$ cat src/rtl/i2cs_pkg.sv
// Package: status codes, control bit positions, register offsets and the
// slave state encoding shared by the responder's modules.
package i2cs_pkg;
    localparam logic [7:0] CODE_OWN_WR  = 8'h60;
    localparam logic [7:0] CODE_GC_WR   = 8'h70;
    localparam logic [7:0] CODE_RX_OWN  = 8'h80;
    localparam logic [7:0] CODE_RX_GC   = 8'h90;
    localparam logic [7:0] CODE_END     = 8'hA0;
    localparam logic [7:0] CODE_OWN_RD  = 8'hA8;
    localparam logic [7:0] CODE_TX_ACK  = 8'hB8;
    localparam logic [7:0] CODE_TX_NACK = 8'hC0;
    localparam logic [7:0] CODE_TX_LAST = 8'hC8;
    localparam logic [7:0] CODE_NONE    = 8'hF8;

    localparam int CTL_ACK_BIT  = 2;
    localparam int CTL_FLAG_BIT = 3;

    localparam int OFS_CTL_SET = 0;
    localparam int OFS_CTL_CLR = 1;
    localparam int OFS_STATUS  = 2;
    localparam int OFS_DATA    = 3;
    localparam int OFS_SLOT0   = 4;

    typedef enum logic [2:0] {
        S_IDLE,
        S_ADDR,
        S_ADDR_ACK,
        S_RX,
        S_RX_ACK,
        S_TX_LOAD,
        S_TX,
        S_TX_ACK
    } slv_state_t;
endpackage

$ cat src/rtl/i2cs_edges.sv
// Bus condition detector: flags SCL edges and START/STOP conditions by
// comparing the current line levels with those of the previous clock.
// Assumes scl_i/sda_i are already synchronous to clk.
module i2cs_edges (
    input  logic clk,
    input  logic rst_n,
    input  logic scl_i,
    input  logic sda_i,
    output logic scl_rise,
    output logic scl_fall,
    output logic start_det,
    output logic stop_det
);
    logic scl_q, sda_q;

    // Remember last line levels (idle bus is high).
    always_ff @(posedge clk) begin
        if (!rst_n) begin
            scl_q <= 1'b1;
            sda_q <= 1'b1;
        end else begin
            scl_q <= scl_i;
            sda_q <= sda_i;
        end
    end

    // Edge and condition decode.
    always_comb begin
        scl_rise  = !scl_q && scl_i;
        scl_fall  = scl_q && !scl_i;
        start_det = scl_q && scl_i && sda_q && !sda_i;
        stop_det  = scl_q && scl_i && !sda_q && sda_i;
    end
endmodule

$ cat src/rtl/i2cs_match.sv
// Address matcher: compares a received address byte against every slot.
// Slot bits 7:1 hold a 7-bit address, bit 0 enables general call.
// Address zero is reserved for general call and never matches a slot.
module i2cs_match #(
    parameter int N_SLOTS = 4
) (
    input  logic [N_SLOTS-1:0][7:0] slots,
    input  logic [7:0]              addr_byte,
    output logic                    hit_own,
    output logic                    hit_gc
);
    logic [N_SLOTS-1:0] own_eq;
    logic [N_SLOTS-1:0] gc_en;

    // One comparator per slot.
    for (genvar i = 0; i < N_SLOTS; i++) begin : g_slot
        assign own_eq[i] = (slots[i][7:1] == addr_byte[7:1]);
        assign gc_en[i]  = slots[i][0];
    end

    // Combine slot results.
    assign hit_gc  = (addr_byte == 8'h00) && (|gc_en);
    assign hit_own = (addr_byte[7:1] != 7'd0) && (|own_eq);
endmodule

$ cat src/rtl/i2cs_core.sv
// Slave protocol engine: shifts address/data bytes, drives ACK and
// transmit bits on SDA, and emits one status event per bus event.
// Assumes the owner sets the interrupt flag from ev_valid and holds SCL
// while it is set, so no byte event arrives with the flag pending.
module i2cs_core
    import i2cs_pkg::*;
(
    input  logic       clk,
    input  logic       rst_n,
    input  logic       scl_rise,
    input  logic       scl_fall,
    input  logic       start_det,
    input  logic       stop_det,
    input  logic       sda_i,
    input  logic       ack_en,
    input  logic       flag,
    input  logic       hit_own,
    input  logic       hit_gc,
    input  logic [7:0] tx_byte,
    output logic [7:0] shreg,
    output logic       sda_oe,
    output logic       ev_valid,
    output logic [7:0] ev_code,
    output logic       rx_wr
);
    slv_state_t state_q;
    logic [7:0] shreg_q;
    logic [3:0] bitcnt_q;
    logic       gc_q, rd_q, ack_q, last_q, sda_q;
    logic       addressed;

    assign shreg  = shreg_q;
    assign sda_oe = sda_q;
    assign addressed = (state_q != S_IDLE) && (state_q != S_ADDR);

    // Protocol state machine, shifter and event generation.
    always_ff @(posedge clk) begin
        if (!rst_n) begin
            state_q  <= S_IDLE;
            shreg_q  <= '0;
            bitcnt_q <= '0;
            gc_q     <= 1'b0;
            rd_q     <= 1'b0;
            ack_q    <= 1'b0;
            last_q   <= 1'b0;
            sda_q    <= 1'b0;
            ev_valid <= 1'b0;
            ev_code  <= CODE_NONE;
            rx_wr    <= 1'b0;
        end else begin
            ev_valid <= 1'b0;
            rx_wr    <= 1'b0;
            if (start_det) begin
                if (addressed) begin
                    ev_valid <= 1'b1;
                    ev_code  <= CODE_END;
                end
                state_q  <= S_ADDR;
                bitcnt_q <= '0;
                sda_q    <= 1'b0;
            end else if (stop_det) begin
                if (addressed) begin
                    ev_valid <= 1'b1;
                    ev_code  <= CODE_END;
                end
                state_q <= S_IDLE;
                sda_q   <= 1'b0;
            end else begin
                unique case (state_q)
                    S_IDLE: ;
                    S_ADDR: begin
                        if (scl_rise) begin
                            shreg_q  <= {shreg_q[6:0], sda_i};
                            bitcnt_q <= bitcnt_q + 4'd1;
                        end else if (scl_fall && bitcnt_q == 4'd8) begin
                            if (ack_en && (hit_own || hit_gc)) begin
                                sda_q   <= 1'b1;
                                gc_q    <= hit_gc;
                                rd_q    <= shreg_q[0];
                                state_q <= S_ADDR_ACK;
                            end else begin
                                state_q <= S_IDLE;
                            end
                        end
                    end
                    S_ADDR_ACK: begin
                        if (scl_fall) begin
                            sda_q    <= 1'b0;
                            ev_valid <= 1'b1;
                            ev_code  <= rd_q ? CODE_OWN_RD : (gc_q ? CODE_GC_WR : CODE_OWN_WR);
                            state_q  <= rd_q ? S_TX_LOAD : S_RX;
                            bitcnt_q <= '0;
                        end
                    end
                    S_RX: begin
                        if (scl_rise) begin
                            shreg_q  <= {shreg_q[6:0], sda_i};
                            bitcnt_q <= bitcnt_q + 4'd1;
                        end else if (scl_fall && bitcnt_q == 4'd8) begin
                            sda_q   <= ack_en;
                            ack_q   <= ack_en;
                            state_q <= S_RX_ACK;
                        end
                    end
                    S_RX_ACK: begin
                        if (scl_fall) begin
                            sda_q    <= 1'b0;
                            rx_wr    <= 1'b1;
                            ev_valid <= 1'b1;
                            ev_code  <= gc_q ? CODE_RX_GC : CODE_RX_OWN;
                            state_q  <= ack_q ? S_RX : S_IDLE;
                            bitcnt_q <= '0;
                        end
                    end
                    S_TX_LOAD: begin
                        if (!flag && !ev_valid) begin
                            shreg_q  <= tx_byte;
                            last_q   <= !ack_en;
                            bitcnt_q <= '0;
                            sda_q    <= !tx_byte[7];
                            state_q  <= S_TX;
                        end
                    end
                    S_TX: begin
                        if (scl_fall) begin
                            if (bitcnt_q == 4'd7) begin
                                sda_q   <= 1'b0;
                                state_q <= S_TX_ACK;
                            end else begin
                                shreg_q  <= {shreg_q[6:0], 1'b0};
                                sda_q    <= !shreg_q[6];
                                bitcnt_q <= bitcnt_q + 4'd1;
                            end
                        end
                    end
                    S_TX_ACK: begin
                        if (scl_rise) begin
                            ack_q <= !sda_i;
                        end else if (scl_fall) begin
                            ev_valid <= 1'b1;
                            ev_code  <= !ack_q ? CODE_TX_NACK : (last_q ? CODE_TX_LAST : CODE_TX_ACK);
                            state_q  <= (ack_q && !last_q) ? S_TX_LOAD : S_IDLE;
                        end
                    end
                    default: state_q <= S_IDLE;
                endcase
            end
        end
    end
endmodule

$ cat src/rtl/i2cs_top.sv
// I2C slave responder top: register file (control set/clear, status,
// data, address slots), interrupt flag and clock-stretch control around
// the protocol engine. Bus inputs are assumed synchronous to clk.
module i2cs_top
    import i2cs_pkg::*;
#(
    parameter  int N_SLOTS = 4,
    localparam int AW      = $clog2(OFS_SLOT0 + N_SLOTS)
) (
    input  logic          clk,
    input  logic          rst_n,
    input  logic          scl_i,
    input  logic          sda_i,
    output logic          scl_oe,
    output logic          sda_oe,
    input  logic          reg_wr,
    input  logic [AW-1:0] reg_addr,
    input  logic [7:0]    reg_wdata,
    output logic [7:0]    reg_rdata
);
    logic scl_rise, scl_fall, start_det, stop_det;
    logic hit_own, hit_gc;
    logic [7:0] shreg;
    logic ev_valid, rx_wr;
    logic [7:0] ev_code;

    logic flag_q, hold_q, ack_en_q;
    logic [7:0] status_q, data_q;
    logic [N_SLOTS-1:0][7:0] slot_q;

    logic set_wr, clr_wr, data_wr;
    assign set_wr  = reg_wr && (reg_addr == AW'(OFS_CTL_SET));
    assign clr_wr  = reg_wr && (reg_addr == AW'(OFS_CTL_CLR));
    assign data_wr = reg_wr && (reg_addr == AW'(OFS_DATA));

    i2cs_edges u_edges (
        .clk(clk), .rst_n(rst_n), .scl_i(scl_i), .sda_i(sda_i),
        .scl_rise(scl_rise), .scl_fall(scl_fall),
        .start_det(start_det), .stop_det(stop_det)
    );

    i2cs_match #(.N_SLOTS(N_SLOTS)) u_match (
        .slots(slot_q), .addr_byte(shreg), .hit_own(hit_own), .hit_gc(hit_gc)
    );

    i2cs_core u_core (
        .clk(clk), .rst_n(rst_n), .scl_rise(scl_rise), .scl_fall(scl_fall),
        .start_det(start_det), .stop_det(stop_det), .sda_i(sda_i),
        .ack_en(ack_en_q), .flag(flag_q), .hit_own(hit_own), .hit_gc(hit_gc),
        .tx_byte(data_q), .shreg(shreg), .sda_oe(sda_oe),
        .ev_valid(ev_valid), .ev_code(ev_code), .rx_wr(rx_wr)
    );

    // Interrupt flag, stretch hold and status code; hardware beats a clear.
    always_ff @(posedge clk) begin
        if (!rst_n) begin
            flag_q   <= 1'b0;
            hold_q   <= 1'b0;
            status_q <= CODE_NONE;
        end else if (ev_valid) begin
            flag_q   <= 1'b1;
            hold_q   <= (ev_code != CODE_END);
            status_q <= ev_code;
        end else if (clr_wr && reg_wdata[CTL_FLAG_BIT]) begin
            flag_q   <= 1'b0;
            hold_q   <= 1'b0;
            status_q <= CODE_NONE;
        end
    end

    // Acknowledge-enable bit via set/clear strobes.
    always_ff @(posedge clk) begin
        if (!rst_n) begin
            ack_en_q <= 1'b0;
        end else if (set_wr && reg_wdata[CTL_ACK_BIT]) begin
            ack_en_q <= 1'b1;
        end else if (clr_wr && reg_wdata[CTL_ACK_BIT]) begin
            ack_en_q <= 1'b0;
        end
    end

    // Data register: received byte wins over a software write.
    always_ff @(posedge clk) begin
        if (!rst_n) begin
            data_q <= '0;
        end else if (rx_wr) begin
            data_q <= shreg;
        end else if (data_wr) begin
            data_q <= reg_wdata;
        end
    end

    // Address slot registers, one per slot.
    for (genvar i = 0; i < N_SLOTS; i++) begin : g_slot_reg
        always_ff @(posedge clk) begin
            if (!rst_n) begin
                slot_q[i] <= '0;
            end else if (reg_wr && reg_addr == AW'(OFS_SLOT0 + i)) begin
                slot_q[i] <= reg_wdata;
            end
        end
    end

    // Clock stretch output.
    assign scl_oe = flag_q && hold_q;

    // Register read multiplexer.
    always_comb begin
        reg_rdata = '0;
        if (reg_addr == AW'(OFS_CTL_SET)) begin
            reg_rdata[CTL_FLAG_BIT] = flag_q;
            reg_rdata[CTL_ACK_BIT]  = ack_en_q;
        end else if (reg_addr == AW'(OFS_STATUS)) begin
            reg_rdata = status_q;
        end else if (reg_addr == AW'(OFS_DATA)) begin
            reg_rdata = data_q;
        end
        for (int i = 0; i < N_SLOTS; i++) begin
            if (reg_addr == AW'(OFS_SLOT0 + i)) begin
                reg_rdata = slot_q[i];
            end
        end
    end
endmodule

$ cat config.mk
export PLATFORM = sky130hd
export DESIGN_NAME = i2cs_top
export DESIGN_NICKNAME = d
export VERILOG_FILES = /design/src/rtl/i2cs_pkg.sv /design/src/rtl/i2cs_edges.sv /design/src/rtl/i2cs_match.sv /design/src/rtl/i2cs_core.sv /design/src/rtl/i2cs_top.sv
export SDC_FILE = /design/constraint.sdc
export NUM_CORES = 1
export LEC_CHECK = 0
export BUFFER_PORTS_ARGS = -buffer_cell sky130_fd_sc_hd__buf_2
export CORE_MARGIN = 1
export CORE_UTILIZATION = 29
export DETAILED_ROUTE_END_ITERATION = 6
export GPL_TIMING_DRIVEN = 0
export HOLD_SLACK_MARGIN = 0.06
export PLACE_DENSITY_LB_ADDON = 0.08
export SETUP_SLACK_MARGIN = 0.15
export SYNTH_ARGS = -nofsm -noshare
export SYNTH_HDL_FRONTEND = slang
export SYNTH_HIERARCHICAL = 1
export SYNTH_SLANG_ARGS = --single-unit
$ cat constraint.sdc
create_clock -name clk -period 4.1 [get_ports clk]
set_clock_uncertainty 0.2 [all_clocks]
set_input_delay 0.205 -clock clk [delete_from_list [all_inputs] [get_ports clk]]
set_output_delay 0.205 -clock clk [all_outputs]
set_load 0.01 [all_outputs]
==> impl_results.md, run 1 <==
* Status: complete, no violations
* Clk slew on worst S/H paths at approximately 0.060 ns
* Post-synth EDFFs at 0
* Most frequent cells in the layout: dfxtp_1 (83), nand2_1 (70), a21oi_1 (36), buf_2 (32), mux2i_1 (31)
* Vias per cell at roughly 5.2
* CP most frequent cell: buf_2
* Maximum Capacitance Violations at 0
* Post-Route WL at 15.1 mm
* Post-CTS Setup Bufs at 0
* Final setup viols at 0
* Clock Power Share at 0.453
* DRC Markers at 0
* Slew Viols, Final at 0
* Final hold violations at 0
* Initial antenna violation count at 0
* H-tree depth at 3
* Static Leakage at ~2.2 nW
* TritonCTS Buffers at 9
* Register area share after synthesis at 0.340
* Area of the multi-input gates at about 0.0029 sq mm
* R2R Setup Slk at 1.34 ns
* RD Place Congestion at about 0.87
* Worst-margin pin slew at about 0.62 ns
* WP buf/inv at 3
* Hold_sp: reg_wr
* Largest net degree at the start of global routing at 14
* Cell Rows at 47
* CP arrival at 2.97 ns
* Root buf cell: clkbuf_16
* Synth-to-Final Area Change at 17.6%
* Max Root-Sink Buffers at 2
* Fill count at around 1.7k
* Post-Syn Nets at 580
* Syn avg cell area at 8.69 sq um
* Fin crit share at 0.707
* YS warnings at 6
* Tmin final at around 2.9 ns
* DP Wirelength at ~12 mm
* Most used flip-flop cell after synthesis: dfxtp_1
* GR Util met2 at 0.306
* Tot GR Track Use at 0.181
* # diodes at 0
* Die area at between 0.015 and 0.02 sq mm
* Via count at about 4.3k
* Vias in the first global route at approximately 4.2k
* CTS tree: yes
* Fin util at 0.348
* Sink Count at between 80 and 90
* PwrDens at 367 mW/mm^2
* Post-synth cell types at 63
* DRT iter0 DRCs at between 200 and 250
* Hold WC Path Type: input pin to flip-flop
* Register area at 0.00166 sq mm
* Synthesized instance count at between 500 and 600
* ANT nets after route at 0
* Grt total ovfl at 0
* Relative slew slack at 0.587
* Maximum vdd ir drop at around 0.19 mV
* Met3 capacity usage during global routing at 0.0369
* #FFs+latches synth at slightly above 80
* Mapped Area at about 0.0049 sq mm
* Placeable Area at approximately 0.017 sq mm
* DR pass1 iterations at 4
* First-pass GRT wire length at roughly 24 mm
* Initial core utilization at 0.296
* Commonest non-fill, non-tap cell in the layout: dfxtp_1
* RSZ-0062 raised after global routing: no
* Cell Chain, Critical Path: dlygate4sd3_1 -> buf_2 -> nor2b_1 -> nor2_1 -> a221oi_2 -> or4b_1 -> buf_2 -> or4_1 -> a21oi_1
* Critical path peak fanout at 8
* Clk Latency, worst-skew pair at between 0.3 and 0.4 ns
* FMAX at 0.345 GHz
* Net switching power at ~0.53 mW
* Die W at between 100 and 150 microns
* CP delay by family, top: simple AND/OR/NAND/NOR gates
* Die Y at approximately 130 microns
* CP Launch Type: input pin
* Crit Path Class: input pin to flip-flop
* Top-Level Pins at 26
* Hold Path End: ack_en_q
* Slowest Stage Delay on Critical Path at around 0.53 ns
* Sequential share of power at 0.403
* Worst Setup End Kind: flip-flop
* Worst r2r dst: u_core/bitcnt_q[3]
* Post-layout net count at 626
* Ys async rst share at 0
* Share of cells above drive strength 1 at 0.137
* GRT Max-Usage Layer: met2
* R2r worst-path depth at 7
* Met1 GRT Util at 0.223
* RR Startpoint: u_edges/scl_q
* Sw frac at 0.253
* Hold Path Depth at 3
* Worst Path Required at ~4.2 ns
* Cell Int Power at roughly 1.6 mW
* Slowest cell on crit path: dlygate4sd3_1
* Comb power frac at 0.144
* Routed len/inst at roughly 18 microns
* CP Depth at 9
* Setup_tns at 0 ns
* Port Buffers at 22
## worst reg2reg max path: cells and delay by family, from the launching register on
kind / cells / cell delay [ns]
buffers and inverters: 1 / 0.18
and+or+nand+nor: 4 / 1.52
DFF: 1 / 0.35
AOI/OAI and AO/OA: 2 / 0.44
## power by group through the flow
stage	combinational [mW]	clock (mW)	sequential [mW]
after global placement	0.294	0	0.867
after floorplan	0.213	0	0.859
final	0.304	0.954	0.849
after detailed placement	0.295	0	0.867
after global routing	0.333	1.01	0.852
after CTS	0.306	0.988	0.849
## what timing repair did
| item | CTS | global route |
|---|---|---|
| hold buffers | 13 | 0 |
| resized for setup | 0 | 0 |
| hold endpoints to repair | 39 | 0 |
## synthesized netlist by cell type (all sizes together) (12+ instances only)
| cell type | n | share of area |
|---|---|---|
| a21boi | 29 | 0.047 |
| a21oi | 36 | 0.037 |
| buf | 32 | 0.052 |
| clkbuf | 17 | 0.013 |
| dfxtp | 83 | 0.34 |
| inv | 15 | 0.012 |
| mux2i | 31 | 0.064 |
| nand2 | 70 | 0.054 |
| nor2 | 15 | 0.012 |
| nor2b | 24 | 0.031 |
| o21ai | 31 | 0.032 |
| xnor2 | 17 | 0.030 |
| xor2 | 12 | 0.022 |
## through the flow
stage	area, sq um	hold WS, ns	std cells	setup slack (ns)	total power [mW]
after detailed placement	5270	0.246	804	1.37	1.16
after global placement	5270	0.237	804	1.36	1.16
after global routing	5740	0.233	833	1.08	2.20
final	5740	0.220	833	1.20	2.11
after floorplan	4880	0.0780	562	1.84	1.07
after CTS	5740	0.197	833	1.26	2.14
## flip-flops by register name, indices dropped and copies added, names as in the netlist
signal,count
u_core/state_q,3
u_core/ev_valid,1
data_q,8
u_core/shreg,8
ack_en_q,1
u_core/gc_q,1
hold_q,1
u_core/bitcnt_q,4
u_core/ack_q,1
u_core/sda_oe,1
u_core/ev_code,8
u_edges/sda_q,1
flag_q,1
slot_q,32
status_q,8
u_edges/scl_q,1
u_core/last_q,1
u_core/rd_q,1
u_core/rx_wr,1
## cells by family after synthesis
group,count (synthesis),synth area share
muxes,41,0.0912
adders and majority gates,2,0.00512
and+or+nand+nor,191,0.220
AOI/OAI and AO/OA,152,0.215
DFF,83,0.340
xor gates and xnor gates,29,0.0520
buffers and inverters,64,0.0763
## per-layer routing
metal	wire length (microns)	vias up
met3	572	25
met5	0	-
li1	-	2125
met1	6820	2041
met2	7300	102
met4	401	0
## worst max-delay path by stage
stage                                from                  to  slack [ns]
after detailed placement  u_core/shreg[6]         u_core/rd_q        1.37
final                               scl_i  u_core/bitcnt_q[3]        1.20
after CTS                           scl_i  u_core/bitcnt_q[3]        1.26
after floorplan           u_core/shreg[6]         u_core/gc_q        1.84
after global routing                scl_i  u_core/bitcnt_q[3]        1.08
after global placement    u_core/shreg[3]         u_core/gc_q        1.36
## final cells by class
cell class	instances	share of cell area
multi-input cells	415	0.496
clock inverters	4	0.0170
well taps	220	0.0479
plain buffers	49	0.0551
clock buffers	12	0.0429
flip-flops and latches	83	0.289
inverters	15	0.00980
repair buffers	35	0.0418
(Power assumes the default switching activity.)
==> inputs of run 2 (changes only) <==
==> constraint.sdc (replaced) <==
create_clock -name clk -period 2.9 [get_ports clk]
set_clock_uncertainty 0.2 [all_clocks]
set_input_delay 0.145 -clock clk [delete_from_list [all_inputs] [get_ports clk]]
set_output_delay 0.145 -clock clk [all_outputs]
set_load 0.01 [all_outputs]
==> impl_results.md, run 2 (same netlist as run 1, synthesis figures left out) <==
* Status: complete, no violations
* RD Place Congestion at between 0.8 and 0.9
* Synth-to-Final Area Change at 20.4%
* Placeable Area at between 0.015 and 0.02 sq mm
* Root buf cell: clkbuf_16
* Maximum Capacitance Violations at 0
* Commonest non-fill, non-tap cell in the layout: dfxtp_1
* Hold WC Path Type: input pin to flip-flop
* Inst Count DP at approximately 800
* Area of placed instances at 0.00527 sq mm
* Initial antenna violation count at 0
* PwrDens at 518 mW/mm^2
* Slew Viols, Final at 0
* Setup_tns at 0 ns
* RR Startpoint: u_core/shreg[3]
* Grt total ovfl at 0
* H-tree depth at 3
* TritonCTS Buffers at 9
* Non-filler cells in the finished layout at about 840
* Top-Level Pins at 26
* Tmin final at 2.66 ns
* Met3 capacity usage during global routing at 0.0369
* DP Wirelength at 11.5 mm
* Met1 GRT Util at 0.223
* Max Root-Sink Buffers at 2
* Cell Chain, Critical Path: buf_6 -> xnor2_2 -> nand4_1 -> nor4_4 -> nor4_4 -> a21oi_2 -> o21a_1 -> or4b_4 -> mux2i_1 -> nor2_1
* # diodes at 0
* Tot GR Track Use at 0.181
* GR Util met2 at 0.307
* DRC Markers at 0
* Area of the multi-input gates at ~0.003 sq mm
* Clk Latency, worst-skew pair at between 0.3 and 0.4 ns
* R2R Setup Slk at between 0.2 and 0.25 ns
* Vias in the first global route at roughly 4.2k
* Hold_sp: reg_wr
* Slowest cell on crit path: or4b_4
* Dpl ws at about 0.17 ns
* RSZ-0062 raised after global routing: yes
* Fin crit share at 0.916
* Post-layout net count at 631
* Static Leakage at 2.27 nW
* Vias per cell at roughly 5.1
* Relative slew slack at 0.617
* Largest net degree at the start of global routing at 14
* Worst Setup End Kind: flip-flop
* ANT nets after route at 0
* Final worst slack at 0.244 ns
* Die W at approximately 130 microns
* Worst Path Required at between 2 and 3 ns
* DRT iter0 DRCs at between 200 and 300
* Worst r2r dst: u_core/rd_q
* GRT Max-Usage Layer: met2
* Fill count at about 1.7k
* R2r worst-path depth at 10
* Sink Count at slightly above 80
* CP arrival at roughly 2.7 ns
* Final hold violations at 0
* Maximum vdd ir drop at roughly 0.28 mV
* Via count at approximately 4.3k
* Register area at 0.00167 sq mm
* Crit Path Class: flip-flop to flip-flop
* FMAX at between 0.3 and 0.4 GHz
* Fin util at 0.356
* Fin area at slightly below 0.006 sq mm
* Routed len/inst at about 18 microns
* Die Y at about 130 microns
* Max reg flops at 32
* DR pass1 iterations at 4
* Worst-margin pin slew at 0.573 ns
* Slowest Stage Delay on Critical Path at 0.50 ns
* Critical path peak fanout at 5
* Initial core utilization at 0.296
* Port Buffers at 22
* Clk slew on worst S/H paths at about 0.06 ns
* Most frequent cells in the layout: dfxtp_1 (78), nand2_1 (70), a21oi_1 (35), mux2i_1 (31), buf_2 (31)
* CTS tree: yes
* CP Launch Type: flip-flop
* Post-Route WL at 15.4 mm
* Cell Rows at 47
* Hold Path Depth at 3
* Hold Path End: ack_en_q
* Die area at about 0.017 sq mm
* CP most frequent cell: nor4_4
* Most flop-heavy register: slot_q
* First-pass GRT wire length at about 24 mm
* Share of cells above drive strength 1 at 0.172
* Final setup viols at 0
## run 2: cell types whose count changed in the layout (fill, tap and decap cells not counted), moves of 3 or more
cell     delta
dfxtp_2     +5
xnor2_1     -3
nor4_2      +4
nor4_1      -6
dfxtp_1     -5
buf_4       +5
xnor2_2     +3
## run 2: per-stage QoR
stage | hold WS (ns) | total power, mW
floorplan | 0.0180 | 1.51
global placement | 0.177 | 1.64
detailed placement | 0.186 | 1.64
CTS | 0.0793 | 3.03
global route | 0.173 | 3.18
finish | 0.150 | 3.05
## run 2: layout make-up
class | instances | area share
buffer | 49 | 0.0542
clock buffer | 12 | 0.0419
clock inverter | 4 | 0.0166
inverter | 15 | 0.00957
multi-input combinational | 415 | 0.500
sequential | 83 | 0.283
tap | 220 | 0.0468
timing repair buffer | 40 | 0.0476
## run 2: worst max path at each step
stage | endpoint | depth (start not counted) | start
detailed placement | u_core/rd_q | 9 | u_core/shreg[6]
floorplan | u_core/gc_q | 8 | u_core/shreg[6]
global route | u_core/rd_q | 10 | u_core/shreg[6]
global placement | u_core/gc_q | 10 | u_core/shreg[3]
finish | u_core/rd_q | 10 | u_core/shreg[3]
CTS | u_core/rd_q | 10 | u_core/shreg[3]
## run 2: worst max-delay path: cells and delay by family, from the launching register on
family	cells	cell delay (ns)
compound gates	2	0.33
xor+xnor	1	0.17
buf+inv	1	0.14
flops	1	0.34
mux	1	0.17
simple gates	5	1.17
## run 2: layer usage
metal	wire [microns]	up-vias
met4	398	0
met2	7490	97
met1	6990	2024
li1	-	2131
met3	471	23
met5	0	-
## run 2: timing repair
| action | CTS | global route |
|---|---|---|
| endpoints found under the hold margin | 43 | 1 |
| setup buffers | 0 | 4 |
| setup endpoints to repair | 0 | 9 |
| hold buffers | 13 | 1 |
| gates resized for setup | 0 | 22 |
## run 2: report_power, final
group          internal [mW]  leakage, nW  total [mW]  switching, mW
logic                  0.221         1.43       0.494          0.273
clock network          0.866        0.163        1.35          0.486
registers               1.17        0.674        1.20         0.0328
==> inputs of run 3 (changes only) <==
--- a/config.mk
+++ b/config.mk
@@ -6,7 +6,7 @@
 export NUM_CORES = 1
 export LEC_CHECK = 0
 export BUFFER_PORTS_ARGS = -buffer_cell sky130_fd_sc_hd__buf_2
-export CORE_MARGIN = 1
+export CORE_MARGIN = 2
 export CORE_UTILIZATION = 29
 export DETAILED_ROUTE_END_ITERATION = 6
 export GPL_TIMING_DRIVEN = 0
==> impl_results.md, run 3 (same netlist as run 1, synthesis figures left out) <==
* Worst-margin pin slew at 0.592 ns
* Tmin final at ~2.7 ns
* DP Wirelength at between 10 and 15 mm
* R2R Setup Slk at ~0.17 ns
* Sink Count at between 80 and 90
* Clock Power Share at 0.385
* Worst Setup End Kind: flip-flop
* Relative slew slack at 0.605
* Largest net degree at the start of global routing at 13
* Worst Path Required at 2.91 ns
* Comb power frac at 0.186
* Maximum vdd ir drop at between 0.2 and 0.3 mV
* Status: complete, no violations
* RD Place Congestion at 0.851
* Port Buffers at 22
* Initial core utilization at 0.296
* Clk Latency, worst-skew pair at approximately 0.35 ns
* Via count at approximately 4.4k
* Maximum Capacitance Violations at 0
* Final setup viols at 0
* Sequential share of power at 0.429
* Fin util at 0.355
* Max Root-Sink Buffers at 2
* # diodes at 0
* Most flop-heavy register: slot_q
* Setup_tns at 0 ns
* DRT iter0 DRCs at 248
* Root buf cell: clkbuf_16
* H-tree depth at 3
* Die Y at approximately 130 microns
* Hold WC Path Type: input pin to flip-flop
* DR pass1 iterations at 5
* Static Leakage at between 2 and 2.5 nW
* Fill count at roughly 1.7k
* CP Launch Type: flip-flop
* PwrDens at 477 mW/mm^2
* Grt total ovfl at 0
* Net switching power at about 0.78 mW
* Commonest non-fill, non-tap cell in the layout: dfxtp_1
* Post-Route WL at 15.4 mm
* Vias in the first global route at 4019
* Initial antenna violation count at 0
* Crit Path Class: flip-flop to flip-flop
* ANT nets after route at 0
* Final hold violations at 0
* FMAX at 0.366 GHz
* Sw frac at 0.280
* First-pass GRT wire length at ~24 mm
* Clk slew on worst S/H paths at around 0.060 ns
* Share of cells above drive strength 1 at 0.177
* Placeable Area at around 0.017 sq mm
* Fin crit share at 0.942
* Slew Viols, Final at 0
* Vias per cell at approximately 5.2
* Total chip power at 2.80 mW
* Tot GR Track Use at 0.174
* Most frequent cells in the layout: dfxtp_1 (77), nand2_1 (70), a21oi_1 (35), buf_2 (32), mux2i_1 (31)
* CTS tree: yes
* Fin area at 0.00587 sq mm
* RSZ-0062 raised after global routing: no
* Critical path peak fanout at 4
* Cell Rows at 47
* CP arrival at approximately 2.8 ns
* DRC Markers at 0
* Routed len/inst at ~18 microns
* Die area at roughly 0.018 sq mm
* Area of placed instances at 0.00527 sq mm
* Die W at around 130 microns
* Max reg flops at 32
* TritonCTS Buffers at 9
* Post-layout net count at roughly 640
* Top-Level Pins at 26
* Cell Int Power at between 2 and 2.5 mW
* Synth-to-Final Area Change at 20.3%
-- run 3: cell types whose count changed in the layout (fill, tap and decap cells not counted), moves of 2 or more --
| cell | change |
|---|---|
| clkinv_2 | +3 |
| xnor2_2 | -2 |
| xnor2_4 | +2 |
| bufinv_16 | -3 |
| clkbuf_1 | -2 |
| buf_4 | +2 |
-- run 3: area by class of cell --
cell class,count,area (sq um),share of cell area
buffer,49,320,0.0545
inverter,15,56.3,0.00958
timing repair buffer,44,323,0.0550
tap,220,275,0.0469
clock buffer,11,253,0.0430
clock inverter,3,15.0,0.00256
sequential,83,1670,0.285
multi-input combinational,415,2960,0.504
-- run 3: through the flow --
step | setup slack, ns | std cells | hold slack [ns]
after global routing | 0.0891 | 840 | 0.180
final | 0.167 | 840 | 0.176
after global placement | 0.134 | 804 | 0.176
after detailed placement | 0.144 | 804 | 0.190
after floorplan | 0.645 | 562 | 0.0180
after CTS | 0.180 | 831 | 0.0978
-- run 3: worst max-delay path, stage by stage, from the launching register on --
cell	delay [ns]
dfxtp_4	0.36
buf_8	0.14
xnor2_4	0.13
nand4_1	0.16
nor4_4	0.43
nor4_4	0.09
a21oi_2	0.15
o21a_1	0.21
or4b_4	0.51
mux2i_1	0.16
nor2_1	0.05
-- run 3: per-layer routing --
metal  wire length, microns  up-vias  track usage
met5                      0        -            0
met4                    291        0       0.0603
met3                    559       16       0.0302
met2                   7450      104        0.290
met1                   7110     2119        0.226
li1                       -     2131            -
-- run 3: power by group through the flow --
stage,clock network (mW),registers (mW),logic (mW)
6_report,1.08,1.20,0.522
5_1_grt,1.17,1.21,0.559
4_1_cts,1.12,1.20,0.436
3_5_place_dp,0,1.23,0.418
3_3_place_gp,0,1.23,0.416
2_1_floorplan,0,1.21,0.301
-- run 3: repair_timing --
item,4_1_cts,5_1_grt
setup buffers,0,8
endpoints found under the setup margin,2,9
hold endpoints to repair,43,1
hold buffers,13,1
gates resized for setup,1,23
pin swaps,0,7
-- run 3: final timing paths --
| kind | from | to | cells after the start |
|---|---|---|---|
| setup reg to reg | u_core/shreg[3] | u_core/rd_q | 10 |
| setup / recovery | u_core/shreg[3] | u_core/rd_q | 10 |
| hold / removal | reg_wr | ack_en_q | 3 |
| hold reg to reg | u_core/sda_oe | u_core/sda_oe | 2 |
